<file path="src/rtl/gd_pkg.sv">
package gd_pkg;

    // Saturating transition count per channel: 0, 1, or 2 (= glitch)
    typedef logic [1:0] tcnt_t;

    localparam tcnt_t TCNT_GLITCH = 2'd2;

    // Identity of one of the two alternating detector banks
    typedef enum logic {
        DET_A = 1'b0,
        DET_B = 1'b1
    } det_id_e;

    function automatic tcnt_t tcnt_bump(input tcnt_t c, input logic e);
        if (e && (c != TCNT_GLITCH)) begin
            return c + 2'd1;
        end
        return c;
    endfunction

    function automatic det_id_e det_other(input det_id_e d);
        return (d == DET_A) ? DET_B : DET_A;
    endfunction

endpackage

</file>
<file path="src/rtl/gd_edge_tap.sv">
module gd_edge_tap #(
    parameter int W = 8
) (
    input  logic         clk,
    input  logic         rst,
    input  logic [W-1:0] din,
    output logic [W-1:0] edges
);
    logic [W-1:0] prev_q;
    logic         primed_q;

    always_ff @(posedge clk) begin
        if (rst) begin
            prev_q   <= '0;
            primed_q <= 1'b0;
        end else begin
            prev_q   <= din;
            primed_q <= 1'b1;
        end
    end

    // No history on the first tick after reset: report no change
    assign edges = primed_q ? (din ^ prev_q) : '0;

endmodule

</file>
<file path="src/rtl/gd_sequencer.sv">
module gd_sequencer
    import gd_pkg::*;
#(
    parameter int OVL = 2
) (
    input  logic       clk,
    input  logic       rst,
    input  logic       stb,
    output logic [1:0] start_v,
    output logic [1:0] close_v
);
    localparam int AGEW = $clog2(OVL + 2);
    localparam logic [AGEW-1:0] AGE_MAX   = '1;
    localparam logic [AGEW-1:0] AGE_CLOSE = AGEW'(OVL - 1);

    logic [AGEW-1:0] age_q;
    logic [AGEW-1:0] cur_age;
    det_id_e         newest_q;
    logic [1:0]      seen_q;
    logic            closing;
    det_id_e         open_id;
    det_id_e         close_id;

    assign cur_age  = stb ? '0 : age_q;
    assign open_id  = det_other(newest_q);
    // With a strobe this tick the bank still listed as newest is the older one
    assign close_id = stb ? newest_q : det_other(newest_q);
    assign closing  = (cur_age == AGE_CLOSE) &&
                      (stb ? (seen_q != 2'd0) : (seen_q == 2'd2));

    always_comb begin
        start_v = '0;
        close_v = '0;
        if (stb) begin
            start_v[open_id] = 1'b1;
        end
        if (closing) begin
            close_v[close_id] = 1'b1;
        end
    end

    always_ff @(posedge clk) begin
        if (rst) begin
            age_q    <= AGE_MAX;
            newest_q <= DET_B;
            seen_q   <= 2'd0;
        end else begin
            if (stb) begin
                age_q    <= AGEW'(1);
                newest_q <= open_id;
                if (seen_q != 2'd2) begin
                    seen_q <= seen_q + 2'd1;
                end
            end else if (age_q != AGE_MAX) begin
                age_q <= age_q + AGEW'(1);
            end
        end
    end

endmodule

</file>
<file path="src/rtl/gd_window.sv">
module gd_window
    import gd_pkg::*;
#(
    parameter int W  = 8,
    parameter int DW = 16
) (
    input  logic          clk,
    input  logic          rst,
    input  logic          start,
    input  logic [W-1:0]  edges,
    input  logic [DW-1:0] din,
    output logic [W-1:0]  hit,
    output logic [DW-1:0] snap
);
    tcnt_t cnt_q [W];

    for (genvar i = 0; i < W; i++) begin : g_ch
        tcnt_t nxt;
        assign nxt    = tcnt_bump(start ? '0 : cnt_q[i], edges[i]);
        // Result including the edge on the closing tick itself
        assign hit[i] = (nxt == TCNT_GLITCH);

        always_ff @(posedge clk) begin
            if (rst) begin
                cnt_q[i] <= '0;
            end else begin
                cnt_q[i] <= nxt;
            end
        end
    end

    always_ff @(posedge clk) begin
        if (rst) begin
            snap <= '0;
        end else if (start) begin
            snap <= din;
        end
    end

endmodule

</file>
<file path="src/rtl/glitch_catcher.sv">
module glitch_catcher
    import gd_pkg::*;
#(
    parameter int NCH = 16,
    parameter int OVL = 2,
    parameter int AW  = 10
) (
    input  logic              clk,
    input  logic              rst,
    input  logic [NCH-1:0]    ch_in,
    input  logic              smp_stb,
    input  logic              glitch_en,
    output logic              wr_en,
    output logic [AW-1:0]     wr_addr,
    output logic [NCH-1:0]    wr_data,
    output logic              gl_we,
    output logic [NCH/2-1:0]  gl_flag
);
    localparam int HALF = NCH / 2;

    logic [HALF-1:0] edges;
    logic [1:0]      start_v;
    logic [1:0]      close_v;
    logic [HALF-1:0] hit_w  [2];
    logic [NCH-1:0]  snap_w [2];

    gd_edge_tap #(.W(HALF)) u_tap (
        .clk   (clk),
        .rst   (rst),
        .din   (ch_in[HALF-1:0]),
        .edges (edges)
    );

    gd_sequencer #(.OVL(OVL)) u_seq (
        .clk     (clk),
        .rst     (rst),
        .stb     (smp_stb),
        .start_v (start_v),
        .close_v (close_v)
    );

    for (genvar g = 0; g < 2; g++) begin : g_det
        gd_window #(.W(HALF), .DW(NCH)) u_win (
            .clk   (clk),
            .rst   (rst),
            .start (start_v[g]),
            .edges (edges),
            .din   (ch_in),
            .hit   (hit_w[g]),
            .snap  (snap_w[g])
        );
    end

    logic            close_any;
    logic [HALF-1:0] sel_hit;
    logic [NCH-1:0]  sel_snap;
    logic [HALF-1:0] carry_q;
    logic [AW-1:0]   addr_q;

    assign close_any = |close_v;
    assign sel_hit   = close_v[DET_B] ? hit_w[DET_B]  : hit_w[DET_A];
    assign sel_snap  = close_v[DET_B] ? snap_w[DET_B] : snap_w[DET_A];

    always_ff @(posedge clk) begin
        if (rst) begin
            wr_en   <= 1'b0;
            gl_we   <= 1'b0;
            wr_addr <= '0;
            wr_data <= '0;
            gl_flag <= '0;
            carry_q <= '0;
            addr_q  <= '0;
        end else begin
            wr_en <= close_any;
            gl_we <= close_any & glitch_en;
            if (close_any) begin
                carry_q <= sel_hit;
                wr_addr <= addr_q;
                addr_q  <= addr_q + AW'(1);
                if (glitch_en) begin
                    wr_data <= {{(NCH - HALF){1'b0}}, sel_snap[HALF-1:0]};
                    gl_flag <= sel_hit | carry_q;
                end else begin
                    wr_data <= sel_snap;
                    gl_flag <= '0;
                end
            end else begin
                gl_flag <= '0;
            end
        end
    end

endmodule

</file>
<file path="config.mk">
export PLATFORM = sky130hd
export DESIGN_NAME = glitch_catcher
export DESIGN_NICKNAME = d
export VERILOG_FILES = /design/src/rtl/gd_pkg.sv /design/src/rtl/gd_edge_tap.sv /design/src/rtl/gd_sequencer.sv /design/src/rtl/gd_window.sv /design/src/rtl/glitch_catcher.sv
export SDC_FILE = /design/constraint.sdc
export NUM_CORES = 1
export LEC_CHECK = 0
export BUFFER_PORTS_ARGS = -buffer_cell sky130_fd_sc_hd__buf_2
export CELL_PAD_IN_SITES_DETAIL_PLACEMENT = 1
export CELL_PAD_IN_SITES_GLOBAL_PLACEMENT = 1
export CORE_ASPECT_RATIO = 0.8
export CORE_MARGIN = 4
export CORE_UTILIZATION = 52
export CTS_BUF_LIST = sky130_fd_sc_hd__clkbuf_4
export DETAILED_ROUTE_END_ITERATION = 16
export PLACE_DENSITY = 0.93
export RECOVER_POWER = 100
export SLEW_MARGIN = 20
export SYNTH_ARGS = -nofsm -noshare
export SYNTH_HDL_FRONTEND = slang
export SYNTH_HIERARCHICAL = 1
export SYNTH_SLANG_ARGS = --single-unit
</file>
<file path="constraint.sdc">
create_clock -name clk -period 4.5 [get_ports clk]
set_clock_uncertainty 0.2 [all_clocks]
set_input_delay 0.9 -clock clk [delete_from_list [all_inputs] [get_ports clk]]
set_output_delay 0.9 -clock clk [all_outputs]
set_load 0.02 [all_outputs]
</file>
* Yosys cells after proc, flatten, opt, wreduce, memory -nomap -nowiden
Memory sizes are Yosys's and may differ from the RTL's. Index checks and enable logic that the tools add are counted. Widths: inputs -> output; s select.
Cells by class: $add $sub $neg 19, $mul 0, div/mod/pow operators 0, $lt $le $gt $ge 4, equality and inequality tests 36, shift-type cells 0, multiplexer cells 99, bitwise logic cells 21, reduce and logical (&&, ||, !) cells 25
Operator list (number):
- $mux 2 | 69
- $add 2x1->2 const B | 18
- $ne 2x2->1 const B | 18
- $eq 2x2->1 const B | 17
- $mux 16 | 2
- $mux 1 | 24
- $logic_and 1x1->1 | 19
- $mux 8 | 2
- $or 1x1->1 | 16
- $add 10x1->10 const B | 1
- $or 8x8->8 | 1
- $xor 8x8->8 | 1
- $lt 1x2->1 const B | 2
- $reduce_bool 2->1 | 2
- $reduce_or 2->1 | 2
- $reduce_or 3->1 | 1
- $demux 1 s1 | 2
- $eq 2x1->1 const B | 1
- $ge 1x1->1 const B | 2
- $not 1->1 | 2
- $reduce_and 2->1 | 1
- $and 1x1->1 | 1
Storage, ports and cells: register bits 100, bits in latches 0, memory bits (writable) 32, memory bits (read-only) 0, bits of input ports 20, output and inout bits 36, word-level logic and storage cells 221, memories 2
Memories:
- g_det[0].u_win.cnt_q | depth 8, width 2, rd ports 8, clocked after Yosys merged registers in 0, write ports 8, line gd_window.sv:15 | tcnt_t cnt_q [W];
- g_det[1].u_win.cnt_q | depth 8, width 2, rd ports 8, clocked after Yosys merged registers in 0, write ports 8, line gd_window.sv:15

* Depth between registers and ports, before layout
Gate-level depths: netlist of the first run.
word-level depth 14, depth in mapped cells 10, depth with buffers taken out 9

* Modules after synthesis
The synthesis of the first run kept the hierarchy.
By module, submodules not included:
- gd_window | times used 2, cells each 175, area an instance 1669.1 um2
- glitch_catcher | times used 1, cells each 256, area an instance 2349.8 um2
- gd_edge_tap | times used 1, cells each 34, area an instance 356.6 um2
- gd_sequencer | times used 1, cells each 27, area an instance 267.8 um2

* Worst setup path after synthesis of the first run
OpenSTA, ideal clock, no wires.
path kind input-to-reg, start point input smp_stb, end point register carry_q[0], setup time 0.128 ns, arrival 2.309 ns, data required time 4.172 ns, slack 1.863 ns, stages 10, path buffers 1, path through ha_1 buf_4 nand2b_4 ha_1 nand2b_1 nand3b_1 a21oi_1 mux2_2 mux2i_1 nor2_1
RTL lines:
- start, declared | line glitch_catcher.sv:11 | input logic smp_stb,
- end signal, assigned | line glitch_catcher.sv:77 | carry_q <= sel_hit;
- end, declared | line glitch_catcher.sv:57 | logic [HALF-1:0] carry_q;

==> results by group, run 1 <==
Clock tree
  – Clock latency on the worst-skew pair: 0.55 ns
  – CTS Buf Count: 17
  – Setup repair bufs after CTS: 0
  – Clock slew at reported path FFs: 0.14 ns
  – Clock buffer depth: 2
  – CTS tree: done
  – Max H-tree Level: 4
  – Clk root buf: clkbuf_4
  – Post-CTS Hold Buffers: 0
  – Post-CTS sizing: 0
  – Clock sinks: 132

STA
  – Final Setup Violations: 0
  – Tmin final: 3.55 ns
  – Slew at the pin with the worst max-slew slack: 1.05 ns
  – Fin. Hold Viols: 0
  – Slew margin rel.: 30.3%
  – Fmax: 0.282 GHz
  – Setup tns final: 0 ns
  – Max-slew violations: 0
  – PnR worst setup slack: 0.954 ns
  – RSZ-0062 raised after global routing: false
  – Final worst-path cycle share: ~79%
  – Hold_ws: around 0.27 ns

Power
  – LEAKAGE: 2.49 nW
  – Sw frac: 28.3%
  – Overall Power: roughly 2.4 mW
  – Comb pwr share: 12.1%
  – Internal power: 1.69 mW
  – Reg power frac: a little over half
  – Clock network power share: 35.0%
  – Psw: 0.668 mW
  – PD cells: 347 mW/mm2
  – VDD IR max: 0.000250 V

Finish
  – Ant diodes: 0
  – Final instance area: 0.00679 mm2
  – Fill count: 1375
  – Final net count: 757
  – Share of cells above drive strength 1: between 10% and 20%
  – Synthesis-to-layout area growth: 7.55%
  – Final core utilization: 58.1%
  – Final Non-Filler Cells: 877

Place
  – PortBufs: 55
  – DP Worst Slack: 1.01 ns
  – HPWL after detailed placement: 11400 um
  – Routability cong.: slightly above 0.8
  – Placed Instance Area: 0.00665 mm2
  – DP Cell Count: 845

Floorplan
  – Die Wd: 131 um
  – I/O pins: 56
  – Row count: 35
  – Initial core utilization: 54.0%
  – Core Region: 0.0117 mm2
  – Die height: 107 um
  – Die area: between 0.01 and 0.015 mm2

Yosys
  – Library cells used by synthesis: 41
  – Top cells by count, synth: dfxtp_1, nor2_1, nor2b_1, a21oi_1, mux2i_1
  – Register bit count reported by yosys: 132
  – Leading area contributor after synthesis: dfxtp_1
  – YS warnings: 6
  – Synthesized Nets: 708
  – Mean Syn Cell Area: 9.46 um2
  – Register area share after synthesis: 41.9%
  – Synth top area share: 41.9%
  – FFs w/ async S/R, synth: 0%
  – Post-Syn Area: 0.00631 mm2
  – Most numerous cell in the Yosys netlist: dfxtp_1
  – Gate Count Post-Synth: 667
  – Top FF cell, synth: dfxtp_1
  – Synth top area cells: dfxtp_1, mux2i_1, nor2b_1, nand3b_1, nor2_1
  – EDFF count, synth: 0

Global routing
  – Vias in the first global route: between 5000 and 6000
  – Largest net degree at the start of global routing: 64
  – GRT Overall Usage: 24.4%
  – First-pass GRT wire length: between 20000 and 30000 um
  – GRT overflow: 0
  – Antenna violations before repair: 0

Routing
  – DRC Markers: 0
  – Initial DRC Count: 257
  – Vias: 4944
  – Routed Antenna Nets: 0
  – Wirelength per Cell: around 19 um
  – Total wire length: 16600 um
  – First-pass DRT Iterations: 5
  – Drt via density: 5.64

Job
  – Max Cap Viol: 0

Critical path
  – CP Capture Type: flop
  – Req. time, crit path: 4.72 ns
  – Critical-path maximum fanout: 25
  – Critical path class: input pin to flop
  – Critical path's slowest cell: ha_1
  – Startpoint Class: input pin
  – Cells along the critical path: clkbuf_1, ha_1, buf_4, nand2b_1, ha_1, nor2b_1, nand3b_1, a21oi_1, nor2b_1, a211oi_1, nor2_1
  – Worst EP arrival: 3.77 ns
  – Max incr delay on CP: 0.91 ns

Worst hold path
  – Hold Path Class: flop to flop

Run status
  – Outcome: finished clean
==> sequential cells by signal (all words and copies together), names as in the netlist, 2 cells and up <==
signal,count
addr_q,10
carry_q,8
g_det.u_win/cnt_q,32
g_det.u_win/snap,32
gl_flag,8
u_seq/age_q,2
u_seq/seen_q,2
u_tap/prev_q,8
wr_addr,10
wr_data,16
==> per-layer routing <==
metal  vias to the layer above  track usage (%)  wire (um)
met3                        24             5.58        583
li1                       2346                -          -
met5                         -                0          0
met4                         0             7.80        269
met1                      2473             29.0       7280
met2                       101             43.9       8510
==> critical path: cells and delay by family <==
family / cells / cell delay (ns)
and+or+nand+nor: 5 / 0.66
adders and majority gates: 2 / 1.14
buffers and inverters: 2 / 0.70
AOI/OAI and AO/OA: 2 / 0.35
==> power groups by stage <==
stage	Clock (mW)	Sequential, mW	Combinational, mW
2_1_floorplan	0	1.27	0.227
3_3_place_gp	0	1.27	0.270
3_5_place_dp	0	1.28	0.296
4_1_cts	0.840	1.25	0.300
5_1_grt	0.906	1.26	0.315
6_report	0.824	1.25	0.285
==> layout by cell type (no fill, tap or decap), drive strengths merged, types with 11 or more instances in the layout <==
cell      n
xnor2    19
nand3b   41
a21oi    56
mux2i    49
nor3b    17
dfxtp   132
nand2    32
clkbuf   59
nand2b   41
mux2     16
buf      22
nor2     83
nor2b    60
ha       21
xor2     11
==> kinds of logic after synthesis <==
family / after synthesis / share of synthesized area, %
flops: 132 / 41.9
fa+ha+maj: 21 / 4.16
xor+xnor: 30 / 4.16
mux: 65 / 10.6
compound gates: 83 / 7.89
buf+inv: 38 / 3.35
simple gates: 298 / 27.9
==> worst paths after layout <==
kind	startpoint	endpoint	slack [ns]	depth (start not counted)
hold / removal	wr_addr[5]	wr_addr[5]	0.27	2
setup / recovery	smp_stb	gl_flag[6]	0.95	11
setup reg to reg	u_seq/newest_q	gl_flag[4]	1.19	6
hold reg to reg	wr_addr[5]	wr_addr[5]	0.27	2
==> final cells by class <==
type | instances | area (um2) | share of cell area (%)
Multi-Input combinational cell | 497 | 3370 | 49.7
Sequential cell | 132 | 2640 | 38.9
Timing Repair Buffer | 62 | 273 | 4.02
Tap cell | 148 | 185 | 2.73
Clock inverter | 13 | 150 | 2.21
Clock buffer | 19 | 143 | 2.10
Inverter | 6 | 22.5 | 0.332
Power figures use the tool's default switching activity.
==> run 2: changes to the inputs <==
CORE_UTILIZATION = 43   (was 52)
PLACE_DENSITY = 0.83   (was 0.93)
clock period = 3.12 ns   (was 4.5 ns; I/O delays follow)
==> results by group, run 2 (synthesis gave the netlist of run 1 again) <==
Run status
  – Outcome: complete, but fails checks
  – Failing checks: capacitance limit, slew limit

Finish
  – Share of cells above drive strength 1: 13.7% (+3.0 points)
  – Final net count: 765 (+1.1%)
  – Fill count: 1720 (+25%)
  – Register area: 0.00264 mm2 (unchanged)
  – Commonest non-fill, non-tap cell in the layout: dfxtp_1
  – Synthesis-to-layout area growth: 10.5%
  – Final instance area: 0.00698 mm2 (+2.8%)
  – Commonest non-fill, non-tap cells in the layout: dfxtp_1, nor2_1, nor2b_1, a21oi_1, mux2i_1
  – Multi-input gate area: 0.00347 mm2 (+2.7%)
  – Ant diodes: 0 (unchanged)
  – Biggest regs: g_det.u_win/cnt_q x32, g_det.u_win/snap x32, wr_data x16

Critical path
  – Worst Reg2Reg Path Length in Cells: 6 (unchanged)
  – Worst R2R Start: u_seq/newest_q
  – Critical path class: input pin to flop
  – Worst EP arrival: 2.97 ns (-0.80 ns)
  – Critical path's slowest cell: clkbuf_1
  – Cells along the critical path: clkbuf_1, nand3b_1, nor2_1
  – CP Capture Type: flop
  – FF-to-FF setup slack: 0.42 ns (-0.77 ns)
  – End point of the critical path: gl_flag[1]
  – Critical-path maximum fanout: 53 (+110%)
  – Req. time, crit path: 3.30 ns (-1.42 ns)
  – Crit path buf inv count: 1 (-1)
  – R2r endpoint: gl_flag[1]
  – CP top delay family: buffers and inverters
  – Critical path depth: 3 (-8)
  – CP Launch Point: rst
  – Startpoint Class: input pin
  – Max incr delay on CP: 1.67 ns (+0.76 ns)

Clock tree
  – Max H-tree Level: 4 (unchanged)
  – Clock buffer depth: 2 (unchanged)
  – Setup repair bufs after CTS: 0 (unchanged)
  – Clock slew at reported path FFs: 0.10 ns (-0.04 ns)
  – Clk root buf: clkbuf_4
  – Post-CTS sizing: 0 (unchanged)
  – Post-CTS Hold Buffers: 0 (unchanged)
  – Clock latency on the worst-skew pair: 0.52 ns (-0.03 ns)
  – CTS Buf Count: 17 (unchanged)
  – Clock sinks: 132 (unchanged)
  – CTS tree: done

Job
  – Max Cap Viol: 1 (+1)

Floorplan
  – Core Region: 0.0143 mm2 (+23%)
  – Die Wd: 143 um (+9.4%)
  – Die area: 0.0167 mm2 (+19%)
  – Row count: 39 (+11%)
  – Initial core utilization: 44.0% (-10 points)
  – I/O pins: 56 (unchanged)
  – Die height: 116 um (+9.2%)

STA
  – Hold_ws: 0.176 ns (-0.0935 ns)
  – Final Setup Violations: 0 (unchanged)
  – Final worst-path cycle share: 89.3%
  – Fin. Hold Viols: 0 (unchanged)
  – Slew margin rel.: -60.0% (-90 points)
  – Fmax: 0.359 GHz
  – Max-slew violations: 54 (+54)
  – Slew at the pin with the worst max-slew slack: 2.40 ns (+1.35 ns)
  – Tmin final: around 2.8 ns
  – PnR worst setup slack: 0.334 ns (-0.620 ns)
  – RSZ-0062 raised after global routing: false
  – Setup tns final: 0 ns (unchanged)

Power
  – Psw: 0.890 mW (+33%)
  – Internal power: 2.44 mW (+45%)
  – PD cells: 478 mW/mm2 (+37%)
  – VDD IR max: 0.000414 V (+66%)
  – Sw frac: 26.7% (-1.6 points)
  – Clock network power share: 33.1% (-1.9 points)
  – LEAKAGE: 2.57 nW (+3.2%)
  – Reg power frac: 54.1% (+1.2 points)
  – Comb pwr share: 12.8% (+0.7 points)

Routing
  – DRC Markers: 0 (unchanged)
  – Vias: 4801 (-2.9%)
  – First-pass DRT Iterations: 4 (-1)
  – Initial DRC Count: 245 (-4.7%)
  – Wirelength per Cell: 16.3 um (-14%)
  – Total wire length: 15000 um (-10%)
  – Routed Antenna Nets: 0 (unchanged)
  – Drt via density: 5.22 (-7.4%)

Place
  – PortBufs: 55 (unchanged)
  – HPWL after detailed placement: 10800 um (-4.4%)
  – Placed Instance Area: 0.00677 mm2 (+1.8%)
  – Routability cong.: 0.750 (-7.2%)
  – DP Worst Slack: 0.00422 ns (-1.01 ns)

Global routing
  – GRT overflow: 0 (unchanged)
  – Largest net degree at the start of global routing: 54 (-16%)
  – GRT Overall Usage: 19.0% (-5.4 points)
  – Antenna violations before repair: 0 (unchanged)
  – Vias in the first global route: 5253 (-2.5%)
  – First-pass GRT wire length: 25400 um (-6.5%)

Worst hold path
  – Hold Path Class: input pin to flop
## run 2: worst min path at each step
stage | start | endpoint | cells after the start
2_1_floorplan | g_det[1].u_win/snap[10] | wr_data[10] | 2
3_3_place_gp | wr_addr[7] | wr_addr[7] | 2
3_5_place_dp | wr_addr[9] | wr_addr[9] | 2
4_1_cts | ch_in[14] | g_det[1].u_win/snap[14] | 3
5_1_grt | ch_in[13] | g_det[1].u_win/snap[13] | 3
6_report | ch_in[14] | g_det[1].u_win/snap[14] | 3
## run 2: per-stage QoR
step                instances  power (mW)  utilization [%]
global route              920        3.51             48.6
CTS                       920        3.37             49.0
finish                    920        3.33             48.6
floorplan                 667        2.16                -
detailed placement        889        2.27             47.2
global placement          889        2.23             47.2
## run 2: metal layers
metal  routed length [um]  global-route usage [%]
met1                 6790                    23.7
met2                 7480                    32.9
met3                  539                    4.79
met4                  155                    5.08
met5                    0                       0
## run 2: area by class of cell
| type | count | share of cell area (%) |
|---|---|---|
| Clock buffer | 20 | 2.15 |
| Clock inverter | 11 | 1.61 |
| Inverter | 6 | 0.323 |
| Multi-Input combinational cell | 497 | 49.7 |
| Timing Repair Buffer | 70 | 5.07 |
| Sequential cell | 132 | 37.9 |
| Tap cell | 184 | 3.30 |
## run 2: worst reg2reg max path, cell delays in order (launching register included)
cell and delay (ns):
dfxtp_1 0.40, inv_1 0.06, ha_2 0.26, nor2_1 0.68, or2_2 0.41, nand3b_1 0.40, nor2_1 0.24
## run 2: power groups by stage
| stage | Sequential, mW | Clock [mW] | Combinational [mW] |
|---|---|---|---|
| 2_1_floorplan | 1.83 | 0 | 0.328 |
| 3_3_place_gp | 1.84 | 0 | 0.397 |
| 3_5_place_dp | 1.84 | 0 | 0.429 |
| 4_1_cts | 1.80 | 1.13 | 0.432 |
| 5_1_grt | 1.81 | 1.23 | 0.473 |
| 6_report | 1.80 | 1.10 | 0.426 |
==> run 3: changes to the inputs <==
CORE_UTILIZATION = 48   (was 43)
PLACE_DENSITY = 0.87   (was 0.83)
clock period = 2.68 ns   (was 3.12 ns; I/O delays follow)
==> results by group, run 3 (synthesis gave the netlist of run 1 again) <==
Floorplan
  – Initial core utilization: 49.0% (+5.0 points)
  – Core Region: 0.0129 mm2 (-10%)
  – Die height: 111 um (-5.0%)
  – Die Wd: 136 um (-5.1%)
  – Row count: 37 (-5.1%)
  – Die area: 0.0151 mm2 (-9.8%)
  – I/O pins: 56 (unchanged)

Power
  – Sw frac: 28.6% (+1.8 points)
  – LEAKAGE: 2.54 nW (-1.2%)
  – VDD IR max: 0.000269 V (-35%)
  – PD cells: 553 mW/mm2 (+16%)
  – Clock network power share: 32.2% (-0.9 points)
  – Comb pwr share: 12.9% (about the same)
  – Psw: 1.09 mW (+23%)
  – Internal power: 2.73 mW (+12%)
  – Reg power frac: 54.9% (+0.8 points)

Global routing
  – Vias in the first global route: 5383 (+2.5%)
  – Largest net degree at the start of global routing: 53 (-1.9%)
  – GRT overflow: 0 (unchanged)
  – First-pass GRT wire length: 26100 um (+2.5%)
  – Antenna violations before repair: 0 (unchanged)
  – GRT Overall Usage: 21.5% (+2.5 points)

Clock tree
  – Post-CTS Hold Buffers: 0 (unchanged)
  – CTS Buf Count: 17 (unchanged)
  – Clock sinks: 132 (unchanged)
  – Clock slew at reported path FFs: 0.13 ns (+0.03 ns)
  – Clock latency on the worst-skew pair: 0.52 ns (about the same)
  – CTS tree: done
  – Post-CTS sizing: 0 (unchanged)
  – Clk root buf: clkbuf_4
  – Clock buffer depth: 2 (unchanged)
  – Max H-tree Level: 4 (unchanged)
  – Setup repair bufs after CTS: 0 (unchanged)

Routing
  – DRC Markers: 0 (unchanged)
  – Initial DRC Count: 207 (-16%)
  – First-pass DRT Iterations: 4 (unchanged)
  – Wirelength per Cell: 17.0 um (+4.2%)
  – Total wire length: 15500 um (+3.5%)
  – Vias: 4900 (+2.1%)
  – Routed Antenna Nets: 0 (unchanged)
  – Drt via density: 5.36 (+2.7%)

STA
  – Max-slew violations: 0 (-100%)
  – Slew at the pin with the worst max-slew slack: 1.25 ns (-1.15 ns)
  – Fin. Hold Viols: 0 (unchanged)
  – Tmin final: roughly 2.5 ns
  – RSZ-0062 raised after global routing: false
  – Fmax: 0.403 GHz
  – Slew margin rel.: 16.6% (+77 points)
  – Setup tns final: 0 ns (unchanged)
  – Final worst-path cycle share: 92.7%
  – PnR worst setup slack: 0.196 ns (-0.138 ns)
  – Hold_ws: 0.0720 ns (-0.105 ns)
  – Final Setup Violations: 0 (unchanged)

Finish
  – Final instance area: 0.00691 mm2 (-0.91%)
  – Share of cells above drive strength 1: 12.6% (-1.1 points)
  – Final core utilization: 53.7% (+5.1 points)
  – Ant diodes: 0 (unchanged)
  – Synthesis-to-layout area growth: 9.53%
  – Commonest non-fill, non-tap cells in the layout: dfxtp_1, nor2_1, nor2b_1, a21oi_1, mux2i_1
  – Final net count: 768 (+0.39%)
  – Biggest regs: g_det.u_win/cnt_q x32, g_det.u_win/snap x32, wr_data x16
  – Commonest non-fill, non-tap cell in the layout: dfxtp_1

Critical path
  – CP Capture Type: flop
  – Worst EP arrival: 2.74 ns (-0.23 ns)
  – Critical-path maximum fanout: 9 (-83%)
  – Critical path class: flop to flop
  – Startpoint Class: flop
  – Req. time, crit path: 2.94 ns (-0.36 ns)

Place
  – HPWL after detailed placement: 10900 um (+0.21%)
  – PortBufs: 55 (unchanged)
  – Placed Instance Area: 0.00681 mm2 (+0.54%)
  – DP Worst Slack: 0.0182 ns (+0.0140 ns)
  – Routability cong.: 0.738 (-1.6%)

Job
  – Max Cap Viol: 0 (-1)

Run status
  – Outcome: finished clean

Worst hold path
  – Hold Path Class: input pin to flop
## run 3: cell types whose count changed in the layout (fill, tap and decap cells not counted), sizes merged
cell | previous run | this run
buf | 33 | 26
clkinv | 5 | 7
clkbuf | 57 | 65
bufinv | 2 | 1
inv | 6 | 7
## run 3: metal layers
layer / vias to the layer above / global-route usage [%] / part of all wire [%]
li1: 2373 / - / -
met1: 2427 / 27.0 / 46
met2: 77 / 36.5 / 49
met3: 23 / 4.78 / 3.4
met4: 0 / 6.85 / 1.6
met5: - / 0 / 0
## run 3: worst max-delay path, stage by stage, from the launching register on
cell	delay, ns
dfxtp_1	0.40
inv_1	0.06
ha_2	0.33
inv_1	0.06
nor2_4	0.30
o2111ai_2	0.31
or4_1	0.58
a21oi_1	0.18
## run 3: worst paths after layout
path | from | end | slack [ns] | cells after the start
worst max-delay path | u_seq/newest_q | addr_q[9] | 0.20 | 7
worst min-delay path | ch_in[12] | g_det[1].u_win/snap[12] | 0.07 | 3
worst max register to register | u_seq/newest_q | addr_q[9] | 0.20 | 7
worst min register to register | wr_addr[8] | wr_addr[8] | 0.27 | 2
## run 3: power groups by stage
stage	clock network, mW	logic, mW	registers (mW)
floorplan	0	0.382	2.13
global placement	0	0.469	2.14
detailed placement	0	0.507	2.14
CTS	1.27	0.513	2.10
global route	1.36	0.547	2.11
finish	1.23	0.494	2.10
## run 3: cell type report
| cell class | count | area [um2] |
|---|---|---|
| Sequential cell | 132 | 2640 |
| Inverter | 6 | 22.5 |
| Multi-Input combinational cell | 497 | 3410 |
| Timing Repair Buffer | 73 | 373 |
| Tap cell | 175 | 219 |
| Clock inverter | 13 | 113 |
| Fill cell | 1542 | 5960 |
| Clock buffer | 18 | 135 |
## run 3: per-stage QoR
stage | power (mW) | std cells
floorplan | 2.51 | 667
global placement | 2.61 | 883
detailed placement | 2.65 | 883
CTS | 3.88 | 914
global route | 4.02 | 914
finish | 3.82 | 914
